## config.mk

```make
export PLATFORM = sky130hd
export DESIGN_NAME = aclink_rx_frame
export DESIGN_NICKNAME = d
export VERILOG_FILES = /design/src/rtl/aclk_rx_pkg.sv /design/src/rtl/aclk_rx_pos.sv /design/src/rtl/aclk_rx_deser.sv /design/src/rtl/aclk_rx_round.sv /design/src/rtl/aclink_rx_frame.sv
export SDC_FILE = /design/constraint.sdc
export NUM_CORES = 1
export LEC_CHECK = 0
export ABC_AREA = 1
export BUFFER_PORTS_ARGS = -buffer_cell sky130_fd_sc_hd__buf_2
export CORE_MARGIN = 2
export CORE_UTILIZATION = 50
export DETAILED_ROUTE_END_ITERATION = 8
export HOLD_SLACK_MARGIN = 0.05
export MAX_ROUTING_LAYER = met4
export PLACE_DENSITY = 0.71
export SYNTH_ARGS = -nofsm -noshare
export SYNTH_HDL_FRONTEND = slang
export SYNTH_SLANG_ARGS = --single-unit
```

## constraint.sdc

```tcl
create_clock -name bclk_i -period 3.4 [get_ports bclk_i]
set_input_delay 0.68 -clock bclk_i [delete_from_list [all_inputs] [get_ports bclk_i]]
set_output_delay 0.68 -clock bclk_i [all_outputs]
set_load 0.02 [all_outputs]
```

## src/rtl/aclk_rx_pkg.sv

```systemverilog
package aclk_rx_pkg;

   typedef enum logic {RX_IDLE, RX_RUN} rx_state_e;

   // Bit position, counted from the start of a frame, of the last bit of slot k
   // (k = 0 is the tag word).
   function automatic int slot_end_bit(input int tag_w, input int slot_w, input int k);
      return (k == 0) ? (tag_w - 1) : (tag_w + k * slot_w - 1);
   endfunction

endpackage

```

## src/rtl/aclk_rx_pos.sv

```systemverilog
module aclk_rx_pos
   import aclk_rx_pkg::*;
#(
   parameter int FRAME_BITS = 256
) (
   input  logic                            bclk,
   input  logic                            rst_n,
   input  logic                            sync_i,
   output logic                            bit_vld_o,
   output logic [$clog2(FRAME_BITS)-1:0]   bit_pos_o,
   output logic                            frame_end_o
);
   localparam int CNT_W = $clog2(FRAME_BITS);
   localparam logic [CNT_W-1:0] LAST = CNT_W'(FRAME_BITS - 1);

   logic             sync_q;
   logic [CNT_W-1:0] pos_q;
   rx_state_e        st_q;
   logic             sync_rise;

   assign sync_rise = sync_i & ~sync_q;

   // position of the bit sampled on this edge
   always_comb begin
      bit_vld_o = 1'b0;
      bit_pos_o = '0;
      if (sync_rise) begin
         bit_vld_o = 1'b1;
      end else if (st_q == RX_RUN && pos_q != LAST) begin
         bit_vld_o = 1'b1;
         bit_pos_o = pos_q + 1'b1;
      end
   end

   assign frame_end_o = bit_vld_o && (bit_pos_o == LAST);

   always_ff @(negedge bclk or negedge rst_n) begin
      if (!rst_n) begin
         sync_q <= 1'b0;
         pos_q  <= '0;
         st_q   <= RX_IDLE;
      end else begin
         sync_q <= sync_i;
         if (bit_vld_o) pos_q <= bit_pos_o;
         st_q <= bit_vld_o ? RX_RUN : RX_IDLE;
      end
   end

endmodule

```

## src/rtl/aclk_rx_deser.sv

```systemverilog
module aclk_rx_deser
   import aclk_rx_pkg::*;
#(
   parameter int TAG_W      = 16,
   parameter int SLOT_W     = 20,
   parameter int HOLD_SLOTS = 10,
   parameter int CNT_W      = 8
) (
   input  logic                           bclk,
   input  logic                           rst_n,
   input  logic                           sdi_i,
   input  logic                           bit_vld_i,
   input  logic [CNT_W-1:0]               bit_pos_i,
   output logic [TAG_W-1:0]               tag_o,
   output logic [HOLD_SLOTS*SLOT_W-1:0]   slots_o
);
   logic [SLOT_W-1:0] sh_q;
   logic [SLOT_W-1:0] word;
   logic [TAG_W-1:0]  tag_q;

   assign word = {sh_q[SLOT_W-2:0], sdi_i};

   always_ff @(negedge bclk or negedge rst_n) begin
      if (!rst_n) begin
         sh_q  <= '0;
         tag_q <= '0;
      end else if (bit_vld_i) begin
         sh_q <= word;
         if (bit_pos_i == CNT_W'(slot_end_bit(TAG_W, SLOT_W, 0)))
            tag_q <= word[TAG_W-1:0];
      end
   end

   assign tag_o = tag_q;

   for (genvar k = 1; k <= HOLD_SLOTS; k++) begin : g_hold
      localparam logic [CNT_W-1:0] ENDP = CNT_W'(slot_end_bit(TAG_W, SLOT_W, k));
      logic [SLOT_W-1:0] hold_q;
      always_ff @(negedge bclk or negedge rst_n) begin
         if (!rst_n)                           hold_q <= '0;
         else if (bit_vld_i && bit_pos_i == ENDP) hold_q <= word;
      end
      assign slots_o[(k-1)*SLOT_W +: SLOT_W] = hold_q;
   end

endmodule

```

## src/rtl/aclk_rx_round.sv

```systemverilog
module aclk_rx_round #(
   parameter int IN_W  = 18,
   parameter int OUT_W = 16
) (
   input  logic [IN_W-1:0]  smp_i,
   output logic [OUT_W-1:0] rnd_o
);
   logic unused_fold;
   assign unused_fold = ^smp_i;

   if (OUT_W < IN_W) begin : g_rnd
      localparam int DROP = IN_W - OUT_W;
      localparam logic [OUT_W-1:0] MAXP = {1'b0, {(OUT_W-1){1'b1}}};
      logic [OUT_W-1:0] hi;
      logic             half;
      assign hi    = smp_i[IN_W-1:DROP];
      assign half  = smp_i[DROP-1];
      // half an LSB added; the only overflow case is clamped
      assign rnd_o = (half && hi == MAXP) ? MAXP : hi + OUT_W'(half);
   end else begin : g_pass
      assign rnd_o = OUT_W'(smp_i);
   end

endmodule

```

## src/rtl/aclink_rx_frame.sv

```systemverilog
module aclink_rx_frame #(
   parameter int TAG_W     = 16,
   parameter int SLOT_W    = 20,
   parameter int NUM_SLOTS = 12,
   parameter int SMP_W     = 18,
   parameter int OUT_W     = 16,
   parameter int IDX_W     = 7,
   parameter int RD_W      = 16,
   parameter int CAP_FIRST = 3,
   parameter int CAP_LAST  = 10
) (
   input  logic                                         bclk_i,
   input  logic                                         rst_ni,
   input  logic                                         sync_i,
   input  logic                                         sdata_i,
   input  logic                                         req_pend_i,
   input  logic [IDX_W-1:0]                             req_idx_i,
   output logic                                         link_ready_o,
   output logic [CAP_LAST-CAP_FIRST:0]                  cap_vld_o,
   output logic [(CAP_LAST-CAP_FIRST+1)*SMP_W-1:0]      cap_data_o,
   output logic [(CAP_LAST-CAP_FIRST+1)*OUT_W-1:0]      cap_rnd_o,
   output logic                                         rd_done_o,
   output logic [IDX_W-1:0]                             rd_idx_o,
   output logic [RD_W-1:0]                              rd_data_o,
   output logic                                         rd_mismatch_o
);
   localparam int FRAME_BITS = TAG_W + NUM_SLOTS * SLOT_W;
   localparam int CNT_W      = $clog2(FRAME_BITS);
   localparam int NCAP       = CAP_LAST - CAP_FIRST + 1;
   localparam int HOLD       = CAP_LAST;
   localparam int IDX_HI     = SLOT_W - 2;
   localparam int IDX_LO     = SLOT_W - 1 - IDX_W;
   localparam int RDY_BIT    = TAG_W - 1;
   localparam int V1_BIT     = TAG_W - 2;
   localparam int V2_BIT     = TAG_W - 3;

   // elaboration-time parameter checks
   if (SMP_W > SLOT_W)            begin : g_chk_smp  $error("SMP_W exceeds SLOT_W");        end
   if (OUT_W > SMP_W || OUT_W < 2) begin : g_chk_out  $error("OUT_W out of range");          end
   if (TAG_W > SLOT_W)            begin : g_chk_tag  $error("TAG_W exceeds SLOT_W");        end
   if (CAP_LAST > NUM_SLOTS)      begin : g_chk_last $error("CAP_LAST exceeds NUM_SLOTS");  end
   if (CAP_LAST > TAG_W - 1)      begin : g_chk_flag $error("no tag flag for CAP_LAST");    end
   if (CAP_FIRST < 3 || CAP_FIRST > CAP_LAST) begin : g_chk_first $error("bad CAP_FIRST"); end
   if (IDX_W > SLOT_W - 1 || RD_W > SLOT_W) begin : g_chk_rd $error("read field too wide"); end

   logic                      bit_vld;
   logic [CNT_W-1:0]          bit_pos;
   logic                      frame_end;
   logic [TAG_W-1:0]          tag;
   logic [HOLD*SLOT_W-1:0]    slots;
   logic                      rdy_now;
   logic [IDX_W-1:0]          echo_idx;
   logic [RD_W-1:0]           echo_data;
   logic                      unused_fold;

   aclk_rx_pos #(.FRAME_BITS(FRAME_BITS)) u_pos (
      .bclk        (bclk_i),
      .rst_n       (rst_ni),
      .sync_i      (sync_i),
      .bit_vld_o   (bit_vld),
      .bit_pos_o   (bit_pos),
      .frame_end_o (frame_end)
   );

   aclk_rx_deser #(
      .TAG_W(TAG_W), .SLOT_W(SLOT_W), .HOLD_SLOTS(HOLD), .CNT_W(CNT_W)
   ) u_deser (
      .bclk      (bclk_i),
      .rst_n     (rst_ni),
      .sdi_i     (sdata_i),
      .bit_vld_i (bit_vld),
      .bit_pos_i (bit_pos),
      .tag_o     (tag),
      .slots_o   (slots)
   );

   assign unused_fold = ^{tag, slots};
   assign rdy_now     = tag[RDY_BIT];
   assign echo_idx    = slots[IDX_HI:IDX_LO];
   assign echo_data   = slots[SLOT_W + SLOT_W - 1 -: RD_W];

   // codec readiness and read-back path
   logic             ready_q;
   logic             done_q;
   logic             mis_q;
   logic [IDX_W-1:0] idx_q;
   logic [RD_W-1:0]  rdat_q;

   always_ff @(negedge bclk_i or negedge rst_ni) begin
      if (!rst_ni) begin
         ready_q <= 1'b0;
         done_q  <= 1'b0;
         mis_q   <= 1'b0;
         idx_q   <= '0;
         rdat_q  <= '0;
      end else begin
         done_q <= 1'b0;
         mis_q  <= 1'b0;
         if (frame_end) begin
            ready_q <= rdy_now;
            if (rdy_now) begin
               if (tag[V1_BIT]) idx_q  <= echo_idx;
               if (tag[V2_BIT]) rdat_q <= echo_data;
               if (tag[V1_BIT] && tag[V2_BIT]) begin
                  done_q <= 1'b1;
                  mis_q  <= req_pend_i && (echo_idx != req_idx_i);
               end
            end
         end
      end
   end

   assign link_ready_o  = ready_q;
   assign rd_done_o     = done_q;
   assign rd_mismatch_o = mis_q;
   assign rd_idx_o      = idx_q;
   assign rd_data_o     = rdat_q;

   // capture slots
   for (genvar c = 0; c < NCAP; c++) begin : g_cap
      localparam int K     = CAP_FIRST + c;
      localparam int WBASE = (K - 1) * SLOT_W;
      logic [SMP_W-1:0] smp;
      logic [OUT_W-1:0] rnd;
      logic             take;
      logic             vld_q;
      logic [SMP_W-1:0] dat_q;
      logic [OUT_W-1:0] rnd_q;

      assign smp  = slots[WBASE + SLOT_W - 1 -: SMP_W];
      assign take = frame_end && rdy_now && tag[TAG_W-1-K];

      aclk_rx_round #(.IN_W(SMP_W), .OUT_W(OUT_W)) u_rnd (
         .smp_i (smp),
         .rnd_o (rnd)
      );

      always_ff @(negedge bclk_i or negedge rst_ni) begin
         if (!rst_ni) begin
            vld_q <= 1'b0;
            dat_q <= '0;
            rnd_q <= '0;
         end else begin
            vld_q <= take;
            if (take) begin
               dat_q <= smp;
               rnd_q <= rnd;
            end
         end
      end

      assign cap_vld_o[c]                 = vld_q;
      assign cap_data_o[c*SMP_W +: SMP_W] = dat_q;
      assign cap_rnd_o[c*OUT_W +: OUT_W]  = rnd_q;
   end

endmodule

```

---- Word level (Yosys, flattened, before mapping) ----
Index checks and enable logic that the tools add are counted.
word-level totals
  register bits after elaboration ......... 550
  input port bits ......................... 12
  output and inout port bits .............. 306
  word-level logic and storage cells ...... 130
cells by class
  $add $sub $neg .......................... 9
  equal/unequal tests ..................... 22
  multiplexer cells ....................... 19
  bitwise operators ....................... 2
  reductions and logical operators ........ 34
operators by type and width
  operator                                                                  count
  16-bit by 1-bit adder with 16-bit output                                  8
  16-bit by 15-bit equality test with 1-bit output (second input constant)  8
  16-bit 2-to-1 mux                                                         8
  8-bit equality test (second input constant)                               6
  1-bit logical AND                                                         31
  8-bit by 7-bit equality test with 1-bit output (second input constant)    3
  8-bit by 6-bit equality test with 1-bit output (second input constant)    2
  8-bit 2-to-1 mux                                                          2
  1-bit 2-to-1 mux                                                          9
  8-bit by 1-bit adder with 8-bit output (second input constant)            1
  8-bit by 4-bit equality test with 1-bit output (second input constant)    1
  8-bit inequality test (second input constant)                             1
  7-bit inequality test                                                     1
  3-bit AND reduction                                                       2
  2-bit AND reduction                                                       1
  1-bit AND                                                                 1
  1-bit inverter                                                            1

---- Longest topological paths before layout ----
Gate-level depths: netlist (run 1).
  depth in word-level cells ............... 8
  depth in mapped cells ................... 14

---- Modules after synthesis ----
Synthesis (run 1) repeated with hierarchy kept, for this count alone.
second synthesis, totals
  cells, all modules ...................... 3,229
  area, all modules ....................... 25,868.6 µm²
by module, submodules not included
  module           times used  cells each  area each (µm²)  sequential area each (µm²)
  aclink_rx_frame  1           1,308       11,765.0         7,657.3
  aclk_rx_deser    1           1,075       9,490.4          5,880.6
  aclk_rx_round    8           96          499.2            0.0
  aclk_rx_pos      1           78          619.3            250.2

==> results.json, run 1 <==
{
  "finalSetupViolCount": 750,
  "critical_path.slowest_cell": "dfrtn_1",
  "power_uw": 13800,
  "synth.largest_area_cell": "dfrtn_1",
  "fin_setup_tns_ns": -87.70,
  "worstHoldPathCells": 2,
  "placementRows": 81,
  "setup_ws_ns": -0.243,
  "cts_root_buf": "clkbuf_16",
  "start_util_pct": 50.3,
  "drt-total-wl_mm": 85.1,
  "ir_drop_mv": 0.380,
  "finalNonFillerCells": 4148,
  "drv_cap": 0,
  "die_w_um": 225,
  "fin_skew_ns": 0.00838,
  "r2r_start": "u_pos.pos_q[0]$_DFFE_NN0P_",
  "grt_max_degree": 98,
  "ys_warn_count": 0,
  "nNetsFinal": 3508,
  "synth.avg_cell_area_um2": 8.25,
  "pwr_density_cell_nw_per_um2": 401,
  "crit_type": "register to primary output",
  "grt.met1_usage_pct": 42.5,
  "fp.dieArea_um2": 50700,
  "grt_pass1_wl_mm": 127,
  "insertion_delay_ns": 0.59,
  "drive_above_1_share_pct": 26.7,
  "synth_edf_count": 0,
  "wl_per_cell_um": 20.5,
  "cts_buffers": 54,
  "ctsLongestPathBuffers": 3,
  "drt_iter0_markers": 2007,
  "grt_use_total_pct": 32.8,
  "path_cells": "buf_6",
  "holdBufCountCts": 0,
  "clock_sinks": 513,
  "die_h_um": 225,
  "rsz0062_at_grt": "true",
  "hold_end": "u_deser.sh_q[4]$_DFFE_NN0P_",
  "post-route-util_pct": 71.0,
  "synth_cell_types": 34,
  "worst_slew_margin_rel_pct": 32.8,
  "hp-class": "register to register",
  "nFillCells": 3513,
  "worstMarginPinSlew_ns": 1.01,
  "hold_viol": 0,
  "violations": "negative setup slack",
  "worst_r2r_path_depth": 16,
  "postSynthCellCount": 2965,
  "post-place-ws_ns": -0.778,
  "yosys-top-cells-count": "nand2_1, dfrtn_1, nand4_1",
  "async_flop_share_pct": 100,
  "path_max_fanout": 2,
  "cts_tree": "yes",
  "h-tree-depth": 2,
  "overflow": 0,
  "antenna_found_initial": 2,
  "pin_count": 318,
  "crit_family": "flip-flops",
  "synth.most_common_cell": "nand2_1",
  "routed_via_density": 5.78,
  "required_ns": 2.72,
  "grtUsageMet3_pct": 4.33,
  "grt_most_used_layer": "met2",
  "yosysSeqAreaShare_pct": 52.5,
  "syn_nets": 2994,
  "worstHoldStart": "u_deser.sh_q[3]$_DFFE_NN0P_",
  "dp_cells": 3840,
  "crit_arrival_ns": 2.96,
  "synth_ff_type": "dfrtn_1",
  "synthesis.area_um2": 24500,
  "critPathLaunchType": "register",
  "yosys.area.top_type_share_pct": 52.5,
  "vias": 23984,
  "grtUsageMet2_pct": 52.5,
  "slew_violations": 0,
  "area_growth_syn_to_layout_pct": 41.2,
  "ant_nets": 0,
  "gp_congestion": 0.943,
  "route.detailed.drc": 0,
  "cp-end-kind": "primary output",
  "firstDrtPassIters": 6,
  "reg2reg_setup_slack_ns": 0.76,
  "leakagePower_uw": 0.0177,
  "io_buffers": 317,
  "core_area_um2": 48600,
  "grt_pass1_vias": 22916,
  "clk_pin_slew_ns": 0.05,
  "r2r-end": "u_deser.g_hold[3].hold_q[17]$_DFFE_NN0P_",
  "status": "complete, but fails checks",
  "ys_seq_elements": 513,
  "synth.area.top_cells": "dfrtn_1, nand2_1, nand4_1, o21ai_0, nand3_1",
  "cp_num_buf_inv": 1,
  "dp.final_hpwl_mm": 50.9,
  "max_stage_delay_ns": 0.51
}
==> power by group <==
group	internal, µW	total [µW]	switching [µW]
Clock	3600	6150	2550
Sequential	6220	6340	124
Combinational	292	1360	1070
Total	10100	13800	3740
==> layer usage <==
layer / routed length [µm] / part of all wire, % / vias to the layer above
li1: - / - / 10950
met1: 34900 / 41 / 11741
met2: 41400 / 49 / 1039
met3: 4980 / 5.9 / 254
met4: 3850 / 4.5 / 0
met5: 0 / 0 / -
==> repair_timing <==
action / CTS / global route
gates cloned: 24 / 28
pin swaps: 16 / 64
endpoints found under the setup margin: 772 / 783
resized for setup: 662 / 240
setup buffers: 125 / 39
==> placed cells by master, fill, tap and decap left out, types with 3 or more instances in the layout <==
cell type,instances
nand2_1,968
dfrtn_1,513
nand4_1,358
buf_6,339
buf_4,193
inv_1,165
nand3_1,129
o21ai_0,119
nor2_1,88
o21ai_1,84
nor3_1,83
clkbuf_16,78
nand2_2,62
buf_12,55
nand2_4,44
xor2_1,26
xnor2_1,21
buf_16,20
o21ai_2,18
clkbuf_8,18
ha_1,17
or2_2,16
buf_2,13
inv_2,12
buf_8,12
clkinv_2,11
nand4_4,10
nor2_4,7
clkbuf_1,6
nand3_4,5
nor2_2,4
nand3b_1,4
clkinvlp_4,3
==> sequential cells by signal, summed over array words and instances (netlist names), 7 cells and up <==
signal,flops
u_deser.tag_o,11
u_deser.sh_q,19
u_deser.g_hold.hold_q,167
g_cap.vld_q,8
g_cap.rnd_q,128
u_pos.pos_q,8
rd_data_o,16
rd_idx_o,7
g_cap.dat_q,144
==> worst max-delay path by stage <==
stage	start	end	slack [ns]	cells after the start
after floorplan	sync_i	u_deser.g_hold[8].hold_q[9]$_DFFE_NN0P_	-0.41	9
after global placement	sync_i	g_cap[4].rnd_q[14]$_DFFE_NN0P_	-0.71	12
after detailed placement	sync_i	g_cap[4].rnd_q[14]$_DFFE_NN0P_	-0.78	12
after CTS	rd_idx_o[4]$_DFFE_NN0P_	rd_idx_o[4]	-0.26	1
after global routing	rd_idx_o[4]$_DFFE_NN0P_	rd_idx_o[4]	-0.27	1
final	rd_idx_o[4]$_DFFE_NN0P_	rd_idx_o[4]	-0.24	1
==> area by class of cell <==
type | count | area (µm²) | share of cell area [%]
Sequential cell | 513 | 12800 | 37.2
Multi-Input combinational cell | 2078 | 10700 | 30.9
Timing Repair Buffer | 653 | 7690 | 22.3
Clock buffer | 81 | 1700 | 4.91
Tap cell | 622 | 778 | 2.25
Inverter | 179 | 687 | 1.99
Clock inverter | 20 | 173 | 0.500
Antenna cell | 2 | 5.00 | 0.0145
==> metrics by stage <==
step,area (µm²),hold slack [ns]
after floorplan,24800,0.410
after global placement,27500,0.412
after detailed placement,27500,0.415
after CTS,33100,0.428
after global routing,34500,0.463
final,34500,0.430
==> cells by family (layout without fill, tap and decap cells) <==
logic type | after synthesis | in the layout | share of synthesized area [%]
other | 0 | 2 | 0
AND/OR/NAND/NOR | 1788 | 1791 | 33.7
XOR/XNOR | 47 | 47 | 1.68
adder cells (fa/ha/maj) | 17 | 17 | 0.869
buffers and inverters | 377 | 933 | 6.71
flip-flops | 513 | 513 | 52.5
multiplexers | 1 | 1 | 0.0460
AO/OA/AOI/OAI | 222 | 222 | 4.54
Power figures use the tool's default switching activity.
==> run 2, diff against run 1 <==
--- a/config.mk
+++ b/config.mk
@@ -12,7 +12,7 @@
 export DETAILED_ROUTE_END_ITERATION = 8
 export HOLD_SLACK_MARGIN = 0.05
 export MAX_ROUTING_LAYER = met4
-export PLACE_DENSITY = 0.71
+export PLACE_DENSITY = 0.75
 export SYNTH_ARGS = -nofsm -noshare
 export SYNTH_HDL_FRONTEND = slang
 export SYNTH_SLANG_ARGS = --single-unit
==> results.json, run 2 (synthesized netlist as in run 1, its figures left out) <==
{
  "status": "complete, but fails checks",
  "violations": "negative setup slack",
  "nNetsFinal": 3548,
  "cp-end-kind": "register",
  "vias": 24679,
  "insertedDiodeCount": 0,
  "crit_family": "buffers and inverters",
  "core_area_um2": 48600,
  "worst_slew_margin_rel_pct": 35.5,
  "clock_sinks": 513,
  "die_h_um": 225,
  "cp_num_buf_inv": 7,
  "top_register": "u_deser.g_hold.hold_q",
  "start_util_pct": 50.3,
  "power_uw": 14200,
  "ctsLongestPathBuffers": 3,
  "firstDrtPassIters": 6,
  "top_regs": "u_deser.g_hold.hold_q: 167 flops, g_cap.dat_q: 144 flops, g_cap.rnd_q: 128 flops",
  "required_ns": 2.13,
  "gp_congestion": 0.914,
  "worstMarginPinSlew_ns": 0.966,
  "grt_use_total_pct": 34.2,
  "ir_drop_mv": 0.330,
  "route.detailed.drc": 0,
  "cts_tree": "yes",
  "crit_arrival_ns": 2.42,
  "critPathLaunchType": "primary input",
  "wl_per_cell_um": 21.3,
  "cts_buffers": 53,
  "hold_viol": 0,
  "setup_ws_ns": -0.293,
  "drt_iter0_markers": 2441,
  "slew_violations": 0,
  "critical_path.slowest_cell": "bufbuf_16",
  "finalSetupViolCount": 782,
  "dpl_cell_area_um2": 27400,
  "r2r_start": "u_pos.pos_q[0]$_DFFE_NN0P_",
  "worstHoldStart": "u_deser.sh_q[16]$_DFFE_NN0P_",
  "post-place-ws_ns": -0.782,
  "leakagePower_uw": 0.0181,
  "dp.final_hpwl_mm": 50.6,
  "cp_common_cell": "buf_6",
  "clk_pin_slew_ns": 0.05,
  "cts_root_buf": "clkbuf_16",
  "grt_pass1_wl_mm": 133,
  "fp.dieArea_um2": 50700,
  "dp_cells": 3839,
  "final_common_cell": "nand2_1",
  "placementRows": 81,
  "grt_pass1_vias": 23731,
  "pin_count": 318,
  "io_buffers": 317,
  "fin_setup_tns_ns": -107.90,
  "path_max_fanout": 4,
  "drive_above_1_share_pct": 28.5,
  "reg2reg_setup_slack_ns": 0.72,
  "hp-class": "register to register",
  "fin_skew_ns": 0.0126,
  "max_stage_delay_ns": 0.36,
  "drt-total-wl_mm": 89.0,
  "ant_nets": 0,
  "pwr_density_cell_nw_per_um2": 401,
  "hold_end": "u_deser.sh_q[17]$_DFFE_NN0P_",
  "overflow": 0,
  "antenna_found_initial": 1,
  "rsz0062_at_grt": "true",
  "area_growth_syn_to_layout_pct": 44.7,
  "layout_common_cells": "nand2_1, dfrtn_1, nand4_1",
  "finalInstanceArea_um2": 35400,
  "path_cells": "buf_12, inv_12, nor2_4, buf_6, nor2_8, nand3_4, nor2_8, buf_6, buf_6, buf_6, nand4_4, bufbuf_16, nand2_1, nand2_1",
  "worst_r2r_path_depth": 15,
  "insertion_delay_ns": 0.59,
  "worstHoldPathCells": 2,
  "largest_reg_flops": 167,
  "drv_cap": 0,
  "grt_max_degree": 136,
  "finalNonFillerCells": 4185,
  "r2r-end": "g_cap[7].rnd_q[1]$_DFFE_NN0P_",
  "routed_via_density": 5.90,
  "crit_type": "primary input to register",
  "h-tree-depth": 2,
  "die_w_um": 225
}
-- run 2: worst min-delay path: stages (launching register included) --
cell	delay (ns)
dfrtn_1	0.40
nand2_1	0.05
o21ai_0	0.06
-- run 2: final cells by class --
type / instances / area (µm²)
repair buffers: 697 / 8400
inverters: 179 / 697
clock inverters: 31 / 427
flip-flops and latches: 513 / 12800
clock buffers: 68 / 1500
well taps: 622 / 778
fillers: 3260 / 13300
multi-input cells: 2075 / 10800
-- run 2: per-stage QoR --
stage,hold slack [ns],util (%)
2_1_floorplan,0.410,-
3_3_place_gp,0.411,56.4
3_5_place_dp,0.414,56.4
4_1_cts,0.429,69.4
5_1_grt,0.453,72.7
6_report,0.431,72.7
-- run 2: routing by layer --
layer	vias to the layer above	global-route usage (%)	part of all wire, %
met4	0	13.9	4.2
met2	1281	54.8	49
met3	312	4.59	7.0
met5	-	-	0
met1	12041	44.1	40
li1	11045	-	-
-- run 2: how the worst max path moves through the flow --
stage | start | end | slack, ns | cells after the start
final | sync_i | g_cap[7].rnd_q[1]$_DFFE_NN0P_ | -0.29 | 14
after global routing | sync_i | g_cap[7].dat_q[4]$_DFFE_NN0P_ | -0.47 | 15
after CTS | rd_idx_o[5]$_DFFE_NN0P_ | rd_idx_o[5] | -0.27 | 1
after detailed placement | sync_i | g_cap[1].rnd_q[14]$_DFFE_NN0P_ | -0.78 | 12
after global placement | sync_i | g_cap[1].rnd_q[14]$_DFFE_NN0P_ | -0.70 | 12
after floorplan | sync_i | u_deser.g_hold[8].hold_q[9]$_DFFE_NN0P_ | -0.41 | 9
-- run 2: timing repair --
action	4_1_cts	5_1_grt
buffers inserted	153	44
resized for setup	728	246
hold buffers	0	0
cloned	33	31
pin swaps	23	77
endpoints found under the setup margin	731	786
-- run 2: power by group --
group	switching [µW]	total, µW	leakage, µW	internal [µW]
Combinational	1130	1420	0.0101	293
Sequential	102	6320	0.00711	6220
Clock	2640	6460	0.000921	3810
